$ cat config.mk
export PLATFORM = sky130hd
export DESIGN_NAME = sysctl_regfile
export DESIGN_NICKNAME = d
export VERILOG_FILES = /design/src/rtl/sysctl_pkg.sv /design/src/rtl/sysctl_legal.sv /design/src/rtl/sysctl_wmask.sv /design/src/rtl/sysctl_regfile.sv
export SDC_FILE = /design/constraint.sdc
export NUM_CORES = 2
export LEC_CHECK = 0
export BUFFER_PORTS_ARGS = -buffer_cell sky130_fd_sc_hd__buf_2
export CAP_MARGIN = 5
export CORE_UTILIZATION = 45
export DETAILED_ROUTE_END_ITERATION = 8
export GPL_TIMING_DRIVEN = 0
export PLACE_DENSITY = 0.7
export SYNTH_ARGS = -nofsm -noshare
export SYNTH_HDL_FRONTEND = slang
export SYNTH_SLANG_ARGS = --single-unit
export TNS_END_PERCENT = 10
$ cat constraint.sdc
create_clock -name clk -period 1.9 [get_ports clk]
set_input_delay 0.19 -clock clk [delete_from_list [all_inputs] [get_ports clk]]
set_output_delay 0.19 -clock clk [all_outputs]
set_load 0.02 [all_outputs]
$ cat src/rtl/sysctl_pkg.sv
package sysctl_pkg;

    localparam int DATA_W    = 32;
    localparam int REG_W     = 4;
    localparam int OP_W      = 3;
    localparam int CRM_W     = 4;
    localparam int NUM_REGS  = 1 << REG_W;
    localparam int NUM_BP    = 5;
    localparam int BP_IDX_W  = $clog2(NUM_BP);

    typedef enum logic [1:0] {
        RSP_IDLE   = 2'd0,
        RSP_READ   = 2'd1,
        RSP_WRITE  = 2'd2,
        RSP_REFUSE = 2'd3
    } rsp_state_t;

    localparam logic [REG_W-1:0] RN_IDENT  = 4'd0;
    localparam logic [REG_W-1:0] RN_CTRL   = 4'd1;
    localparam logic [REG_W-1:0] RN_XLAT   = 4'd2;
    localparam logic [REG_W-1:0] RN_DOMAIN = 4'd3;
    localparam logic [REG_W-1:0] RN_FSTAT  = 4'd5;
    localparam logic [REG_W-1:0] RN_FADDR  = 4'd6;
    localparam logic [REG_W-1:0] RN_CACHEOP= 4'd7;
    localparam logic [REG_W-1:0] RN_TLBOP  = 4'd8;
    localparam logic [REG_W-1:0] RN_DLOCK  = 4'd9;
    localparam logic [REG_W-1:0] RN_TLBLCK = 4'd10;
    localparam logic [REG_W-1:0] RN_PID    = 4'd13;
    localparam logic [REG_W-1:0] RN_BRKPT  = 4'd14;
    localparam logic [REG_W-1:0] RN_CPACC  = 4'd15;

    localparam logic [DATA_W-1:0] RST_IDENT  = 32'h6905_2000;
    localparam logic [DATA_W-1:0] RST_CTRL   = 32'h0000_0078;
    localparam logic [DATA_W-1:0] RST_CTYPE  = 32'h0B1A_A1AA;

    localparam logic [DATA_W-1:0] CTRL_KEEP  = 32'h0000_3B87;
    localparam logic [DATA_W-1:0] CTRL_SET   = 32'h0000_0078;
    localparam int                CTRL_ENDIAN_BIT = 7;
    localparam logic [DATA_W-1:0] XLAT_KEEP  = 32'hFFFF_C000;
    localparam logic [DATA_W-1:0] FSTAT_KEEP = 32'h0000_06FF;
    localparam logic [DATA_W-1:0] PID_KEEP   = 32'hFE00_0000;
    localparam logic [DATA_W-1:0] DLOCK_KEEP = 32'h0000_0001;
    localparam logic [DATA_W-1:0] AUX_KEEP   = 32'h0000_0033;
    localparam logic [DATA_W-1:0] CPACC_KEEP = 32'h0000_3FFF;

    // Maps the auxiliary field of a register-14 access onto a breakpoint slot.
    function automatic logic [BP_IDX_W-1:0] bp_slot(input logic [CRM_W-1:0] crm);
        unique case (crm)
            4'd3:    bp_slot = BP_IDX_W'(1);
            4'd4:    bp_slot = BP_IDX_W'(2);
            4'd8:    bp_slot = BP_IDX_W'(3);
            4'd9:    bp_slot = BP_IDX_W'(4);
            default: bp_slot = BP_IDX_W'(0);
        endcase
    endfunction

endpackage

$ cat src/rtl/sysctl_legal.sv
module sysctl_legal
    import sysctl_pkg::*;
(
    input  logic             user_mode,
    input  logic [REG_W-1:0] reg_num,
    input  logic [OP_W-1:0]  op1,
    input  logic [OP_W-1:0]  op2,
    input  logic [CRM_W-1:0] crm,
    output logic             legal
);

    logic per_reg_ok;

    always_comb begin
        per_reg_ok = 1'b0;
        unique case (reg_num)
            RN_IDENT:  per_reg_ok = (crm == 4'd0);
            RN_CTRL:   per_reg_ok = (crm == 4'd0) && (op2 <= 3'd1);
            RN_XLAT, RN_DOMAIN, RN_FSTAT, RN_FADDR, RN_PID:
                       per_reg_ok = (crm == 4'd0) && (op2 == 3'd0);
            RN_CACHEOP: begin
                unique case (op2)
                    3'd0:    per_reg_ok = (crm >= 4'd5) && (crm <= 4'd7);
                    3'd1:    per_reg_ok = (crm == 4'd5) || (crm == 4'd6) || (crm == 4'd10);
                    3'd4:    per_reg_ok = (crm == 4'd10);
                    3'd5:    per_reg_ok = (crm == 4'd2);
                    3'd6:    per_reg_ok = (crm == 4'd5);
                    default: per_reg_ok = 1'b0;
                endcase
            end
            RN_TLBOP:  per_reg_ok = (crm >= 4'd5) && (crm <= 4'd7) && (op2 <= 3'd1)
                                    && !((op2 == 3'd1) && (crm == 4'd7));
            RN_DLOCK:  per_reg_ok = (crm <= 4'd1) && ((op2 == 3'd1) || (op2 == 3'd2));
            RN_TLBLCK: per_reg_ok = (crm <= 4'd1) && (op2 == 3'd4);
            RN_BRKPT:  per_reg_ok = (op2 == 3'd0) &&
                                    ((crm == 4'd0) || (crm == 4'd3) || (crm == 4'd4) ||
                                     (crm == 4'd8) || (crm == 4'd9));
            RN_CPACC:  per_reg_ok = (crm == 4'd1) && (op2 == 3'd0);
            default:   per_reg_ok = 1'b0;
        endcase
    end

    assign legal = !user_mode && (op1 == '0) && per_reg_ok;

endmodule

$ cat src/rtl/sysctl_wmask.sv
module sysctl_wmask
    import sysctl_pkg::*;
(
    input  logic [REG_W-1:0]  reg_num,
    input  logic              alt_bank,
    input  logic [DATA_W-1:0] wdata,
    output logic              store,
    output logic [DATA_W-1:0] masked
);

    always_comb begin
        store  = 1'b0;
        masked = '0;
        if (alt_bank) begin
            unique case (reg_num)
                RN_IDENT, RN_CACHEOP, RN_TLBOP, RN_TLBLCK: store = 1'b0;
                RN_CTRL:  begin store = 1'b1; masked = wdata & AUX_KEEP;   end
                RN_DLOCK: begin store = 1'b1; masked = wdata & DLOCK_KEEP; end
                default:  begin store = 1'b1; masked = wdata;              end
            endcase
        end else begin
            unique case (reg_num)
                RN_CTRL:   begin store = 1'b1; masked = (wdata & CTRL_KEEP) | CTRL_SET; end
                RN_XLAT:   begin store = 1'b1; masked = wdata & XLAT_KEEP;  end
                RN_DOMAIN: begin store = 1'b1; masked = wdata;              end
                RN_FSTAT:  begin store = 1'b1; masked = wdata & FSTAT_KEEP; end
                RN_FADDR:  begin store = 1'b1; masked = wdata;              end
                RN_DLOCK:  begin store = 1'b1; masked = wdata & DLOCK_KEEP; end
                RN_PID:    begin store = 1'b1; masked = wdata & PID_KEEP;   end
                RN_CPACC:  begin store = 1'b1; masked = wdata & CPACC_KEEP; end
                default:   store = 1'b0;
            endcase
        end
    end

endmodule

$ cat src/rtl/sysctl_regfile.sv
module sysctl_regfile
    import sysctl_pkg::*;
(
    input  logic              clk,
    input  logic              rst_n,
    input  logic              req_valid,
    input  logic              req_write,
    input  logic              req_user,
    input  logic [REG_W-1:0]  req_reg,
    input  logic [OP_W-1:0]   req_op1,
    input  logic [OP_W-1:0]   req_op2,
    input  logic [CRM_W-1:0]  req_crm,
    input  logic [DATA_W-1:0] req_wdata,
    output logic              rsp_valid,
    output logic              rsp_refused,
    output logic [DATA_W-1:0] rsp_rdata,
    output logic              endian_pulse,
    output logic              endian_level
);

    logic [DATA_W-1:0] bank_pri_q [NUM_REGS];
    logic [DATA_W-1:0] bank_alt_q [NUM_REGS];
    logic [DATA_W-1:0] bp_q       [NUM_BP];

    rsp_state_t        state_q, state_d;
    logic [DATA_W-1:0] rd_q;
    logic              pulse_q;

    logic              legal;
    logic              alt_bank;
    logic              store;
    logic [DATA_W-1:0] masked;
    logic [DATA_W-1:0] rd_val;
    logic              wr_fire;
    logic              rd_fire;
    logic              bp_fire;
    logic [BP_IDX_W-1:0] slot;

    sysctl_legal u_legal (
        .user_mode (req_user),
        .reg_num   (req_reg),
        .op1       (req_op1),
        .op2       (req_op2),
        .crm       (req_crm),
        .legal     (legal)
    );

    assign alt_bank = (req_op2 != '0);

    sysctl_wmask u_wmask (
        .reg_num  (req_reg),
        .alt_bank (alt_bank),
        .wdata    (req_wdata),
        .store    (store),
        .masked   (masked)
    );

    assign wr_fire = req_valid && req_write && legal;
    assign rd_fire = req_valid && !req_write && legal;
    assign bp_fire = wr_fire && (req_reg == RN_BRKPT);
    assign slot    = bp_slot(req_crm);

    // Read selection: breakpoint words by auxiliary field, operation registers zero.
    always_comb begin
        if (req_reg == RN_BRKPT) begin
            rd_val = bp_q[slot];
        end else if ((req_reg == RN_CACHEOP) || (req_reg == RN_TLBOP) ||
                     (req_reg == RN_TLBLCK)) begin
            rd_val = '0;
        end else if (alt_bank) begin
            rd_val = bank_alt_q[req_reg];
        end else begin
            rd_val = bank_pri_q[req_reg];
        end
    end

    // Bank storage, one generate branch per word so each carries its own reset value.
    for (genvar gi = 0; gi < NUM_REGS; gi++) begin : g_bank
        localparam logic [DATA_W-1:0] PRI_RST =
            (gi == 0) ? RST_IDENT : ((gi == 1) ? RST_CTRL : '0);
        localparam logic [DATA_W-1:0] ALT_RST = (gi == 0) ? RST_CTYPE : '0;

        always_ff @(posedge clk or negedge rst_n) begin
            if (!rst_n) begin
                bank_pri_q[gi] <= PRI_RST;
            end else if (wr_fire && store && !alt_bank && (req_reg == REG_W'(gi))) begin
                bank_pri_q[gi] <= masked;
            end
        end

        always_ff @(posedge clk or negedge rst_n) begin
            if (!rst_n) begin
                bank_alt_q[gi] <= ALT_RST;
            end else if (wr_fire && store && alt_bank && (req_reg == REG_W'(gi))) begin
                bank_alt_q[gi] <= masked;
            end
        end
    end

    for (genvar gb = 0; gb < NUM_BP; gb++) begin : g_bp
        always_ff @(posedge clk or negedge rst_n) begin
            if (!rst_n) begin
                bp_q[gb] <= '0;
            end else if (bp_fire && (slot == BP_IDX_W'(gb))) begin
                bp_q[gb] <= req_wdata;
            end
        end
    end

    // Next response state.
    always_comb begin
        state_d = RSP_IDLE;
        if (req_valid) begin
            if (!legal)         state_d = RSP_REFUSE;
            else if (req_write) state_d = RSP_WRITE;
            else                state_d = RSP_READ;
        end
    end

    // State register with the read data and byte-order pulse captured alongside.
    always_ff @(posedge clk or negedge rst_n) begin
        if (!rst_n) begin
            state_q <= RSP_IDLE;
            rd_q    <= '0;
            pulse_q <= 1'b0;
        end else begin
            state_q <= state_d;
            rd_q    <= rd_fire ? rd_val : '0;
            pulse_q <= wr_fire && !alt_bank && (req_reg == RN_CTRL) &&
                       (masked[CTRL_ENDIAN_BIT] != bank_pri_q[RN_CTRL][CTRL_ENDIAN_BIT]);
        end
    end

    // Outputs decoded from the state.
    always_comb begin
        rsp_valid   = 1'b0;
        rsp_refused = 1'b0;
        rsp_rdata   = '0;
        unique case (state_q)
            RSP_IDLE:   ;
            RSP_READ:   begin rsp_valid = 1'b1; rsp_rdata = rd_q; end
            RSP_WRITE:  rsp_valid = 1'b1;
            RSP_REFUSE: begin rsp_valid = 1'b1; rsp_refused = 1'b1; end
        endcase
    end

    assign endian_pulse = pulse_q;
    assign endian_level = bank_pri_q[RN_CTRL][CTRL_ENDIAN_BIT];

endmodule

== Word-level counts from Yosys, hierarchy flattened ==
Index checks and enable logic that the tools add are counted.
Widths: inputs -> output; s select.

* Flip-flop bits (word level): 1219
* Bits of input ports: 51
* Logic and storage cells: 198

* Muxes and demuxes: 28
* Reductions and logical operators: 84
* Bitwise logic cells: 2
* Eq/ne operators: 38
* Magnitude comparators: 6

{| class="wikitable"
|+ Operators with widths
! operator !! count
|-
| $mux 32 || 12
|-
| $bmux 32 s4 || 2
|-
| $pmux 32 s7 || 1
|-
| $bmux 32 s3 || 1
|-
| $pmux 32 s3 || 1
|-
| $logic_and 1x1->1 || 60
|-
| $eq 4x4->1 const B || 11
|-
| $eq 4x3->1 const B || 8
|-
| $eq 4x2->1 const B || 4
|-
| $eq 3x3->1 const B || 4
|-
| $pmux 3 s4 || 1
|-
| $eq 3x2->1 const B || 3
|-
| $logic_not 3->1 || 3
|-
| $logic_or 1x1->1 || 9
|-
| $pmux 1 s9 || 1
|-
| $eq 4x1->1 const B || 2
|-
| $logic_not 4->1 || 2
|-
| $reduce_or 8->1 || 1
|-
| $eq 3x1->1 const B || 2
|-
| $mux 2 || 3
|-
| $ge 5x5->1 const B || 1
|-
| $mux 1 || 5
|-
| $not 4->5 || 1
|-
| $pmux 1 s5 || 1
|-
| other kinds (15) || 19
|}

== Depth between registers and ports, before layout ==
* Depth in word-level cells: 12
* Mapped depth: 9
* Gate-level depth less buffers: 6

== Modules after synthesis ==
Synthesis repeated with hierarchy kept, for this count alone.

* Cells, all modules: 3973
* Area total of the unflattened synthesis: 57042.2 µm²

{| class="wikitable"
|+ Modules (own cells, without submodules)
! module !! area an instance (µm²) !! times used !! cells an instance !! seq. area each (µm²)
|-
| sysctl_regfile || 56047.5 || 1 || 3818 || 30534.3
|-
| sysctl_wmask || 603.1 || 1 || 94 || 0.0
|-
| sysctl_legal || 391.6 || 1 || 61 || 0.0
|}

== Worst setup path after synthesis ==
OpenSTA, ideal clock, no wires.

* Path kind: in2reg
* Start: input port req_reg[0]
* End: register rd_q[30]
* Stages: 8
* Setup time: 136 ps
* Arrival time: 2377 ps
* Slack: -613 ps
* Path buffers: 4
* Cells stage by stage: buf_2 > clkbuf_1 > clkbuf_1 > buf_2 > mux4_2 > mux4_2 > a22oi_1 > a21oi_1

* Cells in the longest elaborated chain, start to end: 8
* Elaborated cells on any way between the ends: 30

{| class="wikitable"
|+ Ends and longest elaborated chain
! element !! line !! text
|-
| start, declared || sysctl_regfile.sv:9 || <nowiki>input logic [REG_W-1:0] req_reg,</nowiki>
|-
| $not 4->5 (implied by the code) || sysctl_regfile.sv:71, sysctl_regfile.sv:73 ||
|-
| $bmux 32 s4, on equally long branches || sysctl_regfile.sv:73, sysctl_regfile.sv:71 ||
|-
| $mux 32, on equally long branches (2 in a row) || sysctl_regfile.sv:73, sysctl_regfile.sv:71 ||
|-
| $mux 32 || sysctl_regfile.sv:70 || <nowiki>end else if (alt_bank) begin</nowiki>
|-
| $mux 32 || sysctl_regfile.sv:67 || <nowiki>end else if ((req_reg == RN_CACHEOP) || (req_reg == RN_TLBOP) ||</nowiki>
|-
| $mux 32 || sysctl_regfile.sv:65 || <nowiki>if (req_reg == RN_BRKPT) begin</nowiki>
|-
| $mux 32 * || sysctl_regfile.sv:128 || <nowiki>rd_q <= rd_fire ? rd_val : '0;</nowiki>
|-
| end signal, assigned || sysctl_regfile.sv:128 ||
|-
| end, declared || sysctl_regfile.sv:26 || <nowiki>logic [DATA_W-1:0] rd_q;</nowiki>
|}

Every way passes the cells marked *; elsewhere a longest branch is shown, timed or not. The select of a mux whose other input is x is not followed.
A chain may end at the register's enable or synchronous reset.

== Worst setup path after layout ==
* Start: input port req_op2[0]
* End: register rd_q[21]

* Cells in the longest elaborated chain, start to end: 8
* Elaborated cells on any way between the ends: 27

{| class="wikitable"
|+ Ends and longest elaborated chain
! element !! line !! text
|-
| start, declared || sysctl_regfile.sv:11 || <nowiki>input logic [OP_W-1:0] req_op2,</nowiki>
|-
| parallel branches: the longest is 7 deep, another holds $le 3x1->1 || - ||
|-
| $mux 32 * || sysctl_regfile.sv:128 ||
|}

Every way passes the cells marked *.

==> reports/results.txt <==
Max stage delay cell, worst path -> clkbuf_4
Cts bufs inserted -> 117
Full die area -> 109000 µm²
Clock Latency Late Sink -> 0.71 ns
CTS Sinks -> 1219
Number of flops mapped to enable cells by yosys -> 0
Area growth syn-to-layout -> 16.9%
Rel. slew slack -> 0.355
Failing checks -> negative hold slack, negative setup slack
Register area share after synthesis -> 0.630
DRT Wirelength -> 120000 µm
Vias per cell -> 5.40
Root Buffer -> clkbuf_16
Mapped Cells -> 3376
Ys async rst share -> 1.00
Cell area power density -> 926 nW/µm²
RePlAce Congestion -> 0.933
Total power -> 52.5 mW
R2r worst-path depth -> 4
WS Path Type -> in -> reg
Remaining antenna violation count -> 0
CP endpoint kind -> register
Peak VDD IR -> 0.000893 V
Tcrit/Tclk final -> 1.15
RSZ-0062 raised after global routing -> true
Max-Cap Viols -> 0
Core area -> 107000 µm²
Fmax -> 456 MHz
Max stage delay on crit path -> 0.44 ns
CTS tree -> built
Die W -> 330 µm
Routed WL per cell -> 23.3 µm
Fin Setup TNS -> -26.78 ns
Row count -> 120
Critical Path RT -> 2.45 ns
Initial DRC Count -> 2116
Worst Path Max Fanout -> 10
Hpwl dp -> 79600 µm
Outcome -> complete, but fails checks
Top post-synthesis cells by area -> dfrtp_1 (62%), mux4_2 (15%), clkbuf_1 (6.4%)
Final setup vio count -> 271
First-pass GRT wire length -> 184000 µm
Layout Nets -> 3690
Top-level I/O count -> 87
Placement-stage cell area -> 51200 µm²
CP bufs+invs -> 5
Worst path depth -> 9
H-tree depth -> 3
Cts-stage hold buffer count -> 36
GRT overflow -> 0
DR vias -> 27800
Cell area after synthesis -> 48500 µm²
Number of global-route vias before repair -> 28900
Starting Density -> 0.453
Leakage -> 26.6 nW
Netlist cell types -> 71
Slew @ Worst Pin -> 0.968 ns
Worst Skew -> 0.0317 ns
Kind of cell adding the most delay to the critical path -> buffers and inverters
Tot GR Track Use -> 0.228
#FFs+latches synth -> 1219
WHS -> -0.613 ns
Largest net degree at the start of global routing -> 177
FF-to-FF setup slack -> -0.09 ns
Syn. warnings -> 0
Initial antenna violation count -> 16
CP startpoint kind -> primary input
Final Hold Vio Count -> 193
Crit path setup slack, layout -> -0.293 ns
DR DRC count -> 0
Share of layout cells above drive strength 1 -> 0.304
Tmin final -> 2.19 ns
Area leader, netlist -> dfrtp_1
Syn avg cell area -> 14.4 µm²
R2R Path End -> rd_q[8]
Pre-antenna DRT Iters -> 5
Final Instance Area -> 56700 µm²
Dpl ws -> -2.00 ns
Arr. time, crit path -> 2.75 ns
Worst R2R Start -> bank_alt_q[264]
Die H -> 330 µm
Longest Clk Path Bufs -> 3
Syn nets -> 3427
Pins over their slew limit -> 0
Synth Flop Type -> dfrtp_1
CP Cell Sequence -> buf_2 > buf_6 > or3_1 > clkbuf_1 > clkbuf_2 > nor2_2 > clkbuf_4 > a22oi_1 > a21oi_1
CTS clk-pin slew, worst paths -> 0.06 ns
Hold Path Class -> in -> async
Port Buffers -> 84
Top cell type's share of synthesized area -> 0.617
-- power by group --
part,total (mW),switching [mW],leakage (nW),internal [mW]
sequential,26.0,0.00232,16.9,26.0
clock,24.0,10.1,1.99,14.0
combinational,2.46,1.70,7.66,0.761
-- state kept, by name, indices dropped and copies added (netlist names) --
register and flops:
bank_alt_q 512, bank_pri_q 511, bp_q 160, endian_level 1, endian_pulse 1, rd_q 32
state_q 2
-- cell type report --
class / count / area (µm²)
Tap cell: 1403 / 1760
Fill cell: 8651 / 50300
Buffer: 907 / 4140
Clock inverter: 41 / 519
Multi-Input combinational cell: 1236 / 14800
Sequential cell: 1219 / 30500
Clock buffer: 180 / 3510
Timing Repair Buffer: 147 / 1390
Inverter: 11 / 42.5
Antenna cell: 5 / 12.5
-- metrics by stage --
stage / utilization / cells
after detailed placement: 0.479 / 4872
after CTS: 0.529 / 5142
after global routing: 0.530 / 5145
after global placement: 0.477 / 4863
final: 0.530 / 5149
after floorplan: - / 3376
-- timing repair --
| item | in CTS | in global routing |
|---|---|---|
| endpoints found under the hold margin | 417 | 193 |
| gates resized for setup | 237 | 17 |
| pin swaps | 25 | 3 |
| endpoints found under the setup margin | 654 | 546 |
| setup buffers | 14 | 0 |
| gates cloned | 2 | 2 |
-- metal layers --
| layer | global-route usage | wire length [µm] | vias up | share of wire |
|---|---|---|---|---|
| met5 | 0 | 94 | - | 0.00078 |
| met2 | 0.348 | 55200 | 847 | 0.46 |
| met4 | 0.0559 | 2840 | 16 | 0.024 |
| met1 | 0.330 | 52300 | 15000 | 0.44 |
| met3 | 0.0581 | 9750 | 198 | 0.081 |
| li1 | - | - | 11700 | - |
-- cell families (layout without fill, tap and decap cells) --
kind of cell               after synthesis  in the layout  synth area share
DFF                                   1219           1219             0.630
muxes                                  608            608             0.216
buffers and inverters                  921           1286            0.0736
other                                    0              5                 0
adders and majority gates                1              1          0.000207
xor gates and xnor gates                 6              6           0.00108
and+or+nand+nor                        394            394            0.0455
AOI/OAI and AO/OA                      227            227            0.0331
-- synthesized netlist by cell type, types with 21 or more instances --
library cell and count:
dfrtp_1 1195, clkbuf_1 828, mux4_2 320, mux2_2 267, and2_1 152, nand2_1 68, nor2b_1 67, nor2_1 46
a21oi_1 44, buf_2 43, o22ai_1 33, a22oi_1 32, buf_1 28, o22a_1 28, o31ai_1 28, dfstp_2 24
o21ai_0 21
-- worst max-delay path by stage --
stage / from / end / slack (ns)
2_1_floorplan: req_op2[2] / bank_pri_q[395] / -0.46
3_3_place_gp: rst_n / bank_alt_q[327] / -25.19
3_5_place_dp: req_op1[1] / bank_pri_q[333] / -2.00
4_1_cts: state_q[1] / rsp_rdata[9] / -0.27
5_1_grt: state_q[1] / rsp_rdata[29] / -0.33
6_report: req_op2[0] / rd_q[21] / -0.29
-- cells in the final DEF (no fill, tap or decap), types with 14 or more instances in the layout --
master,Yosys,routed
clkbuf_8,0,36
o31ai_1,28,28
buf_12,0,14
mux2_4,11,21
dfrtp_1,1195,1194
nor2_1,46,45
a21oi_1,44,37
dlygate4sd3_1,0,36
clkbuf_1,828,787
clkbuf_16,0,124
o21ai_0,21,21
buf_6,4,29
o22ai_1,33,33
o22a_1,28,28
buf_2,43,81
a22oi_1,32,25
and2_1,152,138
mux4_2,320,320
clkbuf_2,0,27
mux2_2,267,259
clkbuf_4,0,33
nand2_1,68,68
dfstp_2,24,24
nor2b_1,67,66
clkinv_2,0,23
buf_4,7,48
(Power assumes the default switching activity.)
